## src/rtl/assoc_add_seq.sv

```systemverilog
module assoc_add_seq #(
  parameter int ROW_W     = 32,
  parameter int MAX_W     = 16,
  parameter int CARRY_COL = ROW_W - 1,
  localparam int OFF_W    = $clog2(ROW_W),
  localparam int WID_W    = $clog2(MAX_W + 1)
) (
  input  logic             clk,
  input  logic             rst_n,
  input  logic             start,
  input  logic [OFF_W-1:0] opa_off,
  input  logic [OFF_W-1:0] opb_off,
  input  logic [OFF_W-1:0] res_off,
  input  logic [WID_W-1:0] width,
  input  logic             keep_carry,
  output logic             busy,
  output logic             cmd_valid,
  output logic             cmd_write,
  output logic [ROW_W-1:0] cmd_mask,
  output logic [ROW_W-1:0] cmd_data,
  output logic             done
);
  typedef enum logic [1:0] {S_IDLE, S_CLR, S_BIT, S_FIN} state_t;

  state_t           st;
  logic [3:0]       step;
  logic [WID_W-1:0] bit_i, w_q;
  logic [OFF_W-1:0] a_q, b_q, r_q;
  logic             keep_q, last;
  logic [ROW_W-1:0] abit, bbit, rbit, cbit, rfield;
  logic [2:0]       pat;

  localparam logic [ROW_W-1:0] ONE = ROW_W'(1);

  assign busy      = (st != S_IDLE);
  assign cmd_valid = busy;
  assign cmd_write = step[0];
  assign abit   = ONE << (int'(a_q) + int'(bit_i));
  assign bbit   = ONE << (int'(b_q) + int'(bit_i));
  assign rbit   = ONE << (int'(r_q) + int'(bit_i));
  assign cbit   = ONE << CARRY_COL;
  assign rfield = ~({ROW_W{1'b1}} << w_q) << r_q;
  assign last   = (st == S_BIT && step == 4'd9 && bit_i == w_q - 1'b1 && keep_q)
               || (st == S_FIN && step == 4'd1);

  // pattern order {a,b,c}: 001,010,100,111,110 - a rewritten row never meets a later one
  always_comb begin
    case (step[3:1])
      3'd0:    pat = 3'b001;
      3'd1:    pat = 3'b010;
      3'd2:    pat = 3'b100;
      3'd3:    pat = 3'b111;
      default: pat = 3'b110;
    endcase
  end

  always_comb begin
    cmd_mask = '0;
    cmd_data = '0;
    case (st)
      S_CLR: if (cmd_write) cmd_mask = rfield | cbit;
      S_FIN: if (cmd_write) cmd_mask = cbit;
      S_BIT: begin
        if (!cmd_write) begin
          cmd_mask = abit | bbit | cbit;
          cmd_data = (pat[2] ? abit : '0) | (pat[1] ? bbit : '0) | (pat[0] ? cbit : '0);
        end else if (pat == 3'b001) begin
          cmd_mask = rbit | cbit;
          cmd_data = rbit;
        end else if (pat == 3'b110) begin
          cmd_mask = cbit;
          cmd_data = cbit;
        end else begin
          cmd_mask = rbit;
          cmd_data = rbit;
        end
      end
      default: ;
    endcase
  end

  always_ff @(posedge clk) begin
    if (!rst_n) begin
      st     <= S_IDLE;
      step   <= '0;
      bit_i  <= '0;
      w_q    <= WID_W'(1);
      a_q    <= '0;
      b_q    <= '0;
      r_q    <= '0;
      keep_q <= 1'b0;
      done   <= 1'b0;
    end else begin
      done <= last;
      case (st)
        S_IDLE: if (start) begin
          st     <= S_CLR;
          step   <= '0;
          bit_i  <= '0;
          a_q    <= opa_off;
          b_q    <= opb_off;
          r_q    <= res_off;
          keep_q <= keep_carry;
          w_q    <= (width == '0) ? WID_W'(1)
                  : (int'(width) > MAX_W) ? WID_W'(MAX_W) : width;
        end
        S_CLR: begin
          step <= step + 1'b1;
          if (step == 4'd1) begin
            st   <= S_BIT;
            step <= '0;
          end
        end
        S_BIT: begin
          step <= step + 1'b1;
          if (step == 4'd9) begin
            step <= '0;
            if (bit_i == w_q - 1'b1) st <= keep_q ? S_IDLE : S_FIN;
            else bit_i <= bit_i + 1'b1;
          end
        end
        S_FIN: begin
          step <= step + 1'b1;
          if (step == 4'd1) st <= S_IDLE;
        end
        default: st <= S_IDLE;
      endcase
    end
  end

  a_r9_write_after_compare: assert property (@(posedge clk) disable iff (!rst_n)
    (cmd_valid && cmd_write) |-> $past(cmd_valid && !cmd_write));
  a_r7_done_after_last: assert property (@(posedge clk) disable iff (!rst_n)
    done |-> (!cmd_valid && $past(cmd_valid)));
  a_r7_done_pulse: assert property (@(posedge clk) disable iff (!rst_n)
    done |=> !done);
  a_r4_no_gap: assert property (@(posedge clk) disable iff (!rst_n)
    $fell(cmd_valid) |-> done);
  a_r6_write_confined: assert property (@(posedge clk) disable iff (!rst_n)
    (cmd_valid && cmd_write) |-> ((cmd_mask & ~(rfield | cbit)) == '0));
  a_r8_start_ignored: assert property (@(posedge clk) disable iff (!rst_n)
    (busy && start) |=> $stable(w_q) && $stable(r_q));
endmodule

```

## config.mk

```make
export PLATFORM = sky130hd
export DESIGN_NAME = assoc_add_seq
export DESIGN_NICKNAME = d
export VERILOG_FILES = /design/src/rtl/assoc_add_seq.sv
export SDC_FILE = /design/constraint.sdc
export NUM_CORES = 1
export LEC_CHECK = 0
export ABC_CLOCK_PERIOD_IN_PS = 3400
export BUFFER_PORTS_ARGS = -buffer_cell sky130_fd_sc_hd__buf_2
export CAP_MARGIN = 10
export CORE_MARGIN = 4
export CORE_UTILIZATION = 55
export CTS_BUF_LIST = sky130_fd_sc_hd__clkbuf_8
export CTS_CLUSTER_SIZE = 8
export DETAILED_ROUTE_END_ITERATION = 10
export PLACE_DENSITY = 0.81
export SETUP_SLACK_MARGIN = 0.2
export SLEW_MARGIN = 20
export SYNTH_ARGS = -nofsm -noshare
export SYNTH_HDL_FRONTEND = slang
export SYNTH_SLANG_ARGS = --single-unit
```

## constraint.sdc

```tcl
create_clock -name clk -period 3.4 [get_ports clk]
set_input_delay 0.68 -clock clk [delete_from_list [all_inputs] [get_ports clk]]
set_output_delay 0.68 -clock clk [all_outputs]
set_load 0.005 [all_outputs]
```

Word level (Yosys, flattened, before mapping)

Cells that the tools add are included.

Register bits after elaboration: 33
Bits in latches: 0
RAM bits: 0
ROM bits: 0
Logic and storage cells: 85
Memories kept: 0

Add/subtract/negate cells: 6
Multipliers: 0
Div/mod/pow operators: 0
$lt $le $gt $ge: 1
Eq/ne operators: 17
Shift-type cells: 5
Muxes and demuxes: 30
Bitwise gates (word level): 4
Reduce and logical (&&, ||, !) cells: 13

Operators with widths:

| operator                | number |
|---|---|
| $mux W32                | 11 |
| $pmux W32 S3            | 1 |
| $shl A1 B6 Y32 const A  | 3 |
| $or A32 B32 Y32         | 2 |
| $not A32 Y32            | 1 |
| $shl A32 B5 Y31         | 1 |
| $shl A32 B5 Y32 const A | 1 |
| $or A31 B31 Y31         | 1 |
| $mux W5                 | 5 |
| $add A5 B5 Y6           | 3 |
| $pmux W4 S4             | 1 |
| $mux W2                 | 6 |
| $mux W4                 | 3 |
| $pmux W3 S4             | 1 |
| $pmux W5 S2             | 1 |
| $pmux W2 S4             | 1 |
| $eq A3 B1 Y1 const B    | 2 |
| $eq A3 B2 Y1 const B    | 2 |
| $ne A2 B1 Y1 const B    | 3 |
| $ne A2 B2 Y1 const B    | 3 |
| $add A5 B1 Y5 const B   | 1 |
| $eq A5 B5 Y1            | 1 |
| $gt A5 B5 Y1 const B    | 1 |
| $logic_not A5 Y1        | 1 |
| other kinds (15)        | 20 |

Longest topological paths before layout

Gate-level depths: netlist of the first run.

Depth in word-level cells: 7
Gate-level depth with buffers: 11
Depth with buffers taken out: 10

Least setup slack after synthesis of the first run

Ideal clock, no wire load.

Path type: flip-flop to output port
Start point: register r_q[1]
End point: output port cmd_data[16]
Arrival time: 2.636 ns
Data required time: 2.720 ns
Setup slack: 0.084 ns
Cell stages (with the launch flop): 11
Path buffers: 2
Cell sequence: dfxtp_1 clkbuf_8 clkinv_1 buf_1 fa_1 nor2b_1 o31ai_1 mux2_2 a211oi_4 a21o_1 a21boi_0

Cells in the longest elaborated chain, start to end: 6

RTL lines:

| what                   | RTL line | source |
|---|---|---|
| start, declared        | 28       | `logic [OFF_W-1:0] a_q, b_q, r_q;` |
| start signal, assigned | 102      | `r_q <= res_off;` |
| $add A5 B5 Y6 *        | 40       | `assign rbit = ONE << (int'(r_q) + int'(bit_i));` |
| $shl A1 B6 Y32 *       | 40       |  |
| $mux W32               | 70       | `end else if (pat == 3'b110) begin` |
| $mux W32 *             | 67       | `end else if (pat == 3'b001) begin` |
| $mux W32 *             | 64       | `if (!cmd_write) begin` |
| $mux W32 *             | 60       | `case (st)` |
| end, declared          | 20       | `output logic [ROW_W-1:0] cmd_data,` |

Every way passes the cells marked *; elsewhere a longest branch is shown, timed or not.

Final worst setup path of the first run

Start point: register bit_i[0]
End point: output port cmd_mask[30]

Cells in the longest elaborated chain, start to end: 6
Elaborated cells between the ends (all ways): 11

RTL lines:

| what                   | RTL line | source |
|---|---|---|
| start, declared        | 27       | `logic [WID_W-1:0] bit_i, w_q;` |
| start signal, assigned | 119      | `else bit_i <= bit_i + 1'b1;` |
| $add A5 B5 Y6          | 40       |  |
| $shl A1 B6 Y32         | 40       |  |
| $mux W32               | 70       |  |
| $mux W32               | 67       |  |
| $mux W32 *             | 64       |  |
| $pmux W32 S3 *         | 60       |  |
| end, declared          | 19       | `output logic [ROW_W-1:0] cmd_mask,` |

Marks and branches as above.

==> results of run 1 <==
through the flow:
stage	area (um2)	power [mW]	cells
finish	8534	1.837	1167
floorplan	6127	1.014	884
CTS	8038	1.705	1156
global route	8534	1.910	1167
detailed placement	7053	1.295	1133
global placement	7053	1.289	1133
sequential cells by signal, summed over array words and instances, names as in the netlist:
register  cells
r_q           5
bit_i         5
b_q           5
step          4
a_q           5
st            2
keep_q        1
done          1
w_q           5
cells by family (layout without fill, tap and decap cells):
logic type	after synthesis	count (layout)	synth area share
AOI/OAI and AO/OA	353	353	0.4215
and+or+nand+nor	342	342	0.2805
buffers and inverters	96	239	0.07980
DFF	33	33	0.1080
adders and majority gates	28	28	0.05995
xor gates and xnor gates	19	19	0.02722
muxes	13	13	0.02292
layer usage:
layer,track usage,part of all wire,vias to the layer above
li1,-,-,3683
met1,0.5222,0.37,3855
met2,0.6284,0.44,771
met3,0.04881,0.13,192
met4,0.1579,0.066,0
met5,0,0,-
cell usage in the layout (no fill, tap or decap), types with 6 or more instances in the layout:
cell      netlist  final
buf_2          14     91
a221oi_2        1     15
and2_1          9      7
o31a_1         12     12
and3_1         11      8
ha_1           22     12
clkbuf_8        6      6
a21boi_0       26     24
ha_4            0      8
inv_1          20     17
a211o_1         8      8
dfxtp_1        33     26
a32oi_1        11      9
o21ai_1         2      8
buf_6           4     13
nor2_4          0      8
nand2b_1       16     16
buf_4           5    101
xor2_1          8      6
or2_2           7      6
a21o_1         14     12
o21ai_0        49     38
nor2_1         97     81
o211ai_1        6      6
nor3_1         34     27
a21oi_1        69     54
nor2b_1        20     18
a221oi_1       44     26
a21oi_2         0     10
nand3_1        19     18
nor2_2          0      8
nor3_2          2      6
xnor2_1        11     10
a31oi_4         0      9
nand3b_1        8      8
nand2_1        82     79
o22ai_1        10      7
a31oi_1        20      7
critical path, delay by kind of cell (launching register included):
| family | cells | cell delay [ns] |
|---|---|---|
| AOI/OAI and AO/OA | 6 | 1.60 |
| adders and majority gates | 2 | 0.52 |
| DFF | 1 | 0.36 |
| buffers and inverters | 1 | 0.16 |
power by group through the flow:
stage          logic, mW  clock network [mW]  registers, mW
6_report            1.09               0.299          0.443
5_1_grt             1.15               0.318          0.446
4_1_cts            0.965               0.300          0.441
3_5_place_dp       0.847                   0          0.448
3_3_place_gp       0.843                   0          0.447
2_1_floorplan      0.580                   0          0.434
final cells by class:
cell class	count	area (um2)	area share
clock inverter	1	7.507	0.0008796
inverter	23	86.33	0.01012
multi-input combinational	755	6071	0.7113
tap	140	175.2	0.02052
timing repair buffer	209	1435	0.1682
clock buffer	6	82.58	0.009676
sequential	33	676.9	0.07931
worst paths after layout:
check	cells after the start	slack [ns]	endpoint
max	9	-0.20	cmd_mask[30]
min reg2reg	2	0.49	a_q[0]$_SDFFE_PN0P_
min	2	0.49	a_q[0]$_SDFFE_PN0P_
max reg2reg	7	0.71	bit_i[0]$_SDFFE_PN0P_
Yosys cell counts, drive strengths merged (20+ instances only):
cell / instances / area, um2
a21boi: 26 / 195.2
nor2b: 20 / 125.1
clkbuf: 45 / 230.2
a221oi: 46 / 426.7
nor2: 97 / 364.1
o21ai: 51 / 255.3
ha: 22 / 275.3
nor3: 36 / 190.2
nand2: 82 / 307.8
a21oi: 69 / 345.3
a31oi: 20 / 125.1
dfxtp: 33 / 660.6
buf: 28 / 171.4
inv: 20 / 75.07
what timing repair did:
action                                  CTS  global route
resized for setup                       156            86
endpoints found under the setup margin   64            64
pin swaps                                62            41
hold buffers                              0             0
buffers inserted                         16            11
==> flow_summary.json, run 1 <==
{
  "switchingPower_uw": 842.9,
  "cts.sinks": 33,
  "cap_violations": 0,
  "max_slew_margin": 0.4526,
  "start_util": 0.5641,
  "drive_gt1_frac": 0.3905,
  "synthFlopType": "dfxtp_1",
  "dr_total_vias": 8501,
  "grt_max_degree": 59,
  "finalHoldViolCount": 0,
  "grt_pass1_wl_um": 40720,
  "cp-start-kind": "flip-flop",
  "worstPathArrival_ns": 2.92,
  "dr.pass1.iters": 8,
  "port_buffers": 91,
  "utilization": 0.7873,
  "ir_drop_v": 0.0004606,
  "p_per_area_mw_per_mm2": 215.2,
  "clkTransAtPathRegs_ns": 0.06,
  "ys_types": 100,
  "min_path_type": "reg2reg",
  "fillCellCount": 731,
  "cp_cell_sequence": "ha_4 -> fa_2 -> a21o_4 -> a2111o_1 -> a21o_1 -> o31a_1 -> o31a_1 -> o221ai_2 -> buf_2",
  "ys_async_sr_fraction": 0,
  "violations": "setup timing",
  "htree_levels": 2,
  "r2r_start": "step[0]$_SDFFE_PN0P_",
  "ys_seq_area_frac": 0.1080,
  "p_seq_frac": 0.241,
  "drcViolationCount": 0,
  "ioPinCount": 92,
  "cp-end-kind": "output pin",
  "numCtsBuffers": 5,
  "diodes": 0,
  "ys.warnings.count": 0,
  "avgViaCountPerCell": 7.284,
  "holdCritStartpoint": "a_q[0]$_SDFFE_PN0P_",
  "crit_path_start": "bit_i[0]$_SDFFE_PN0P_",
  "first_iter_violations": 1576,
  "root_buffer": "clkbuf_8",
  "overflow": 0,
  "rsz0062_at_grt": "true",
  "syn_to_final_growth_pct": 39.57,
  "worstMarginPinSlew_ns": 0.8141,
  "grt_use_total": 0.3874,
  "grt_pass1_vias": 7641,
  "wl_um": 27640,
  "setup_slack_ns": -0.1968,
  "slew_violations": 0,
  "die-area_mm2": 0.01287,
  "worst_clock_skew_ns": 0.007729,
  "leakagePower_nw": 3.215,
  "finalSetupViolCount": 57,
  "antenna_found_initial": 0,
  "cp_common_cell": "o31a_1",
  "cp_slowest_stage_delay_ns": 0.42,
  "syn-num-nets": 933,
  "pre_cts_ws_ns": -0.04286,
  "crit_fanout": 6,
  "core_mm2": 0.01084,
  "post-route-min-period_ns": 3.597,
  "dp_hpwl_um": 18890,
  "status": "finished with violations",
  "insertion_delay_ns": 0.29,
  "rows": 38,
  "finalSetupTns_ns": -5.170,
  "synth_area_per_cell_um2": 6.917,
  "internal_power_uw": 993.8,
  "worst-setup-path-type": "reg2out",
  "fin_nets": 1076,
  "die_y_um": 113.4,
  "synth_edf_count": 0,
  "clk_path_buf_depth": 2,
  "max_freq_mhz": 278.0,
  "comb_power_share": 0.596,
  "cp.required_ns": 2.72,
  "gp_congestion": 1.029,
  "drt-wirelength-per-cell_um": 23.69,
  "drtAntennaViolNets": 0,
  "fp.dieW_um": 113.4,
  "holdWs_ns": 0.4888,
  "netlist_instances": 884,
  "critical_path.slowest_cell": "a2111o_1",
  "post-route-period-util": 1.058,
  "synth-seq-cells": 33,
  "p_clk_frac": 0.163,
  "tritoncts": "done",
  "switching_share": 0.4589,
  "mappedNetlistArea_mm2": 0.006115
}
Power figures use the tool's default switching activity.
==> run 2: changes to the inputs <==
CELL_PAD_IN_SITES_DETAIL_PLACEMENT = 1   (was default)
CELL_PAD_IN_SITES_GLOBAL_PLACEMENT = 1   (was default)
CORE_UTILIZATION = 39   (was 55)
PLACE_DENSITY = default   (was 0.81)
PLACE_DENSITY_LB_ADDON = 0.1   (was default)
==> flow_summary.json, run 2 (same netlist as run 1, synthesis figures left out) <==
{
  "fillCellCount": 1942,
  "final_cell_mix": "buf_4 (128), buf_2 (91), nor2_1 (88)",
  "clk_path_buf_depth": 2,
  "rsz0062_at_grt": "true",
  "worstMarginPinSlew_ns": 0.7569,
  "hold_buffers": 0,
  "utilization": 0.5665,
  "setup_slack_ns": -0.3651,
  "fin_total_pwr_mw": 1.873,
  "tritoncts": "done",
  "p_per_area_mw_per_mm2": 216.7,
  "die_y_um": 133.2,
  "port_buffers": 91,
  "dr.pass1.iters": 5,
  "overflow": 0,
  "cap_violations": 0,
  "grt_pass1_vias": 8442,
  "grt_use_total": 0.3435,
  "worstPathArrival_ns": 3.09,
  "rrSetupSlack_ns": 0.94,
  "drtAntennaViolNets": 0,
  "post-route-period-util": 1.107,
  "leakagePower_nw": 3.368,
  "root_buffer": "clkbuf_8",
  "ir_drop_v": 0.0003693,
  "core_mm2": 0.01526,
  "multiInputGateArea_mm2": 0.005807,
  "syn_to_final_growth_pct": 41.35,
  "drcViolationCount": 0,
  "comb_power_share": 0.599,
  "dp_hpwl_um": 23840,
  "htree_levels": 2,
  "cp-end-kind": "output pin",
  "ioPinCount": 92,
  "drt-wirelength-per-cell_um": 25.35,
  "drive_gt1_frac": 0.3814,
  "fp.dieW_um": 133.2,
  "switching_share": 0.4640,
  "slew_violations": 0,
  "diodes": 0,
  "insertion_delay_ns": 0.30,
  "cp-start-kind": "flip-flop",
  "avgViaCountPerCell": 6.633,
  "numCtsBuffers": 5,
  "worst_clock_skew_ns": 0.01099,
  "gp_congestion": 0.9766,
  "start_util": 0.4007,
  "grt_max_degree": 50,
  "wl_um": 32270,
  "cts.sinks": 33,
  "dr_total_vias": 8444,
  "status": "finished with violations",
  "worst-setup-path-type": "reg2out",
  "max_freq_mhz": 265.6,
  "max_slew_margin": 0.4911,
  "min_path_type": "reg2reg",
  "layout_commonest_cell": "buf_4",
  "post-route-min-period_ns": 3.765,
  "p_clk_frac": 0.163,
  "finalHoldViolCount": 0,
  "grt_pass1_wl_um": 49280,
  "crit_fanout": 5,
  "antenna_found_initial": 0,
  "violations": "setup timing",
  "first_iter_violations": 847,
  "switchingPower_uw": 869.1,
  "internal_power_mw": 1.004,
  "finalSetupViolCount": 63,
  "p_seq_frac": 0.238,
  "clkTransAtPathRegs_ns": 0.08,
  "fin_nets": 1111,
  "seqCellArea_um2": 675.6,
  "cp.required_ns": 2.72,
  "die-area_mm2": 0.01775,
  "rows": 45
}
-- run 2: cell types whose count changed in the layout (fill, tap and decap cells not counted), sizes merged --
cell,change
buf,+35
clkinvlp,-1
inv,+1
-- run 2: area by class of cell --
class	count	share of cell area
Sequential cell	33	0.07817
Tap cell	211	0.03054
Clock buffer	6	0.009554
Timing Repair Buffer	244	0.1995
Clock inverter	1	0.0004343
Multi-Input combinational cell	755	0.6718
Inverter	23	0.009988
-- run 2: worst paths after layout --
check                      start               endpoint  depth (start not counted)
min reg2reg  a_q[2]$_SDFFE_PN0P_    a_q[2]$_SDFFE_PN0P_                          2
max          b_q[0]$_SDFFE_PN0P_           cmd_mask[10]                         14
max reg2reg  w_q[2]$_SDFFE_PN0P_  bit_i[3]$_SDFFE_PN0P_                          8
min          a_q[2]$_SDFFE_PN0P_    a_q[2]$_SDFFE_PN0P_                          2
-- run 2: critical path, cell delays in order, from the launching register on --
cell and delay, ns:
dfxtp_4 0.36, ha_4 0.16, fa_2 0.36, a21o_1 0.21
buf_4 0.15, buf_6 0.12, buf_6 0.12, xnor2_4 0.15
a31oi_4 0.12, nor4_2 0.28, buf_4 0.18, a221oi_1 0.08
buf_4 0.19, o32ai_4 0.12, buf_2 0.17
-- run 2: layer usage --
layer / up-vias / GRT usage / wire, um
met4: 0 / 0.1326 / 1379
met2: 469 / 0.5821 / 15280
met1: 4135 / 0.4508 / 13230
met5: - / 0 / 0
li1: 3754 / - / -
met3: 86 / 0.03361 / 2379
-- run 2: what timing repair did --
item / CTS / global route
resized for setup: 145 / 48
gates cloned: 0 / 0
endpoints found under the setup margin: 64 / 64
buffers inserted: 18 / 4
hold endpoints to repair: 0 / 0
pin swaps: 53 / 40
-- run 2: power groups by stage --
stage | logic, mW | clock network (mW) | registers [mW]
6_report | 1.12 | 0.306 | 0.445
5_1_grt | 1.19 | 0.328 | 0.448
4_1_cts | 1.04 | 0.313 | 0.444
3_5_place_dp | 0.942 | 0 | 0.450
3_3_place_gp | 0.917 | 0 | 0.448
2_1_floorplan | 0.580 | 0 | 0.434
-- run 2: stage by stage --
step,hold WS [ns],cells,setup WS [ns],setup TNS (ns),cell area [um2]
global route,0.5398,1273,-0.4745,-20.87,8643
CTS,0.4972,1269,-0.2920,-10.32,8367
global placement,0.4646,1244,-0.2003,-2.425,7442
floorplan,0.4472,884,0.1734,0,6127
finish,0.4941,1273,-0.3651,-15.12,8643
detailed placement,0.4725,1244,-0.2775,-4.519,7442
==> run 3: changes to the inputs <==
CORE_ASPECT_RATIO = 1.4   (was default)
==> flow_summary.json, run 3 (same netlist as run 1, synthesis figures left out) <==
{
  "status": "finished with violations",
  "violations": "setup timing",
  "dr.pass1.iters": 8,
  "cp_cell_sequence": "ha_4 -> a21oi_1 -> a2111oi_2 -> a31oi_1 -> a21oi_2 -> buf_4 -> buf_4 -> a32oi_1 -> a21oi_1 -> buf_2",
  "wl_um": 37210,
  "worstMarginPinSlew_ns": 1.003,
  "gp_congestion": 1.057,
  "cts.sinks": 33,
  "syn_to_final_growth_pct": 53.43,
  "ir_drop_v": 0.0001943,
  "hold_buffers": 0,
  "drtAntennaViolNets": 0,
  "die-area_mm2": 0.01777,
  "drt-wirelength-per-cell_um": 29.25,
  "fin_nets": 1128,
  "fin_total_pwr_mw": 2.118,
  "cap_violations": 0,
  "rows": 53,
  "worst-setup-path-type": "reg2out",
  "grt_pass1_vias": 8814,
  "numCtsBuffers": 5,
  "cp.required_ns": 2.72,
  "leakagePower_nw": 3.593,
  "dp_hpwl_um": 25180,
  "final_cell_mix": "buf_4 (147), buf_2 (91), nand2_1 (79), nor2_1 (79), a21oi_1 (45)",
  "post-route-period-util": 1.097,
  "worst_clock_skew_ns": 0.008034,
  "dr_total_vias": 8973,
  "ioPinCount": 92,
  "critical_path.slowest_cell": "a2111oi_2",
  "clkTransAtPathRegs_ns": 0.08,
  "setup_slack_ns": -0.3314,
  "drcViolationCount": 0,
  "tritoncts": "done",
  "diodes": 0,
  "holdWs_ns": 0.5114,
  "avgViaCountPerCell": 7.054,
  "grt_pass1_wl_um": 51240,
  "dpl-instance-area_mm2": 0.007468,
  "overflow": 0,
  "max_slew_margin": 0.3257,
  "finalHoldViolCount": 0,
  "antenna_found_initial": 0,
  "cp_slowest_stage_delay_ns": 0.48,
  "fin_area_mm2": 0.009382,
  "htree_levels": 2,
  "max_freq_mhz": 268.0,
  "die_y_um": 156.2,
  "layout_commonest_cell": "buf_4",
  "root_buffer": "clkbuf_8",
  "first_iter_violations": 932,
  "post-route-min-period_ns": 3.731,
  "rsz0062_at_grt": "true",
  "fp.dieW_um": 113.8,
  "core_mm2": 0.01519,
  "clk_path_buf_depth": 2,
  "drive_gt1_frac": 0.4583,
  "start_util": 0.4027,
  "port_buffers": 91,
  "placed_cells": 1233,
  "min_path_type": "reg2reg",
  "worstPathArrival_ns": 3.05,
  "utilization": 0.6178,
  "grt_max_degree": 57,
  "slew_violations": 0,
  "finalSetupViolCount": 64,
  "fin_cells": 1272,
  "p_per_area_mw_per_mm2": 225.7,
  "insertion_delay_ns": 0.30,
  "cp-start-kind": "flip-flop",
  "crit_fanout": 8,
  "cp-end-kind": "output pin",
  "grt_use_total": 0.3638
}
==> run 3: cell count changes in the layout (fill, tap and decap cells not counted), moves of 10 or more <==
| cell | delta |
|---|---|
| a221oi_2 | +12 |
| a31oi_1 | -10 |
| a221oi_1 | -17 |
| buf_4 | +19 |
| a21oi_1 | -11 |
==> run 3: power by group <==
group	total, mW	leakage (nW)	switching, mW	internal (mW)
clock network	0.402	0.0626	0.165	0.236
registers	0.438	0.273	0.0305	0.407
logic	1.28	3.26	0.796	0.482
total	2.12	3.59	0.992	1.13
==> run 3: cell type report <==
class | instances | area (um2)
fillers | 1818 | 5804
clock buffers | 6 | 82.58
multi-input cells | 755 | 6419
flip-flops and latches | 33 | 673.1
clock inverters | 2 | 33.78
inverters | 23 | 88.84
repair buffers | 261 | 1844
well taps | 192 | 240.2
==> run 3: critical path: cells and delay by family (launching register included) <==
| family | cells | cell delay [ns] |
|---|---|---|
| DFF | 1 | 0.39 |
| buffers and inverters | 3 | 0.53 |
| AOI/OAI and AO/OA | 6 | 1.44 |
| adders and majority gates | 1 | 0.39 |
==> run 3: per-layer routing <==
layer / up-vias / global-route usage / share of wire
li1: 3794 / - / -
met3: 202 / 0.03803 / 0.058
met4: 0 / 0.1585 / 0.076
met1: 4431 / 0.4109 / 0.36
met2: 546 / 0.6818 / 0.50
met5: - / 0 / 0
==> run 3: stage by stage <==
stage | setup slack, ns | TNS [ns]
after floorplan | 0.1734 | 0
after global placement | -0.1388 | -0.2650
after detailed placement | -0.2444 | -2.153
after CTS | -0.1793 | -4.407
after global routing | -0.3653 | -17.13
final | -0.3314 | -13.96
==> run 3: worst paths after layout <==
check,from,endpoint,slack (ns),cells past startpoint
worst max-delay path,bit_i[2]$_SDFFE_PN0P_,cmd_data[21],-0.33,10
worst max register to register,step[0]$_SDFFE_PN0P_,bit_i[0]$_SDFFE_PN0P_,0.24,7
worst min-delay path,a_q[3]$_SDFFE_PN0P_,a_q[3]$_SDFFE_PN0P_,0.51,2
worst min register to register,a_q[3]$_SDFFE_PN0P_,a_q[3]$_SDFFE_PN0P_,0.51,2
==> run 3: repair_timing <==
action / 4_1_cts / 5_1_grt
gates resized for setup: 186 / 117
buffers inserted: 13 / 18
pin swaps: 75 / 69
setup endpoints to repair: 64 / 64
endpoints found under the hold margin: 0 / 0
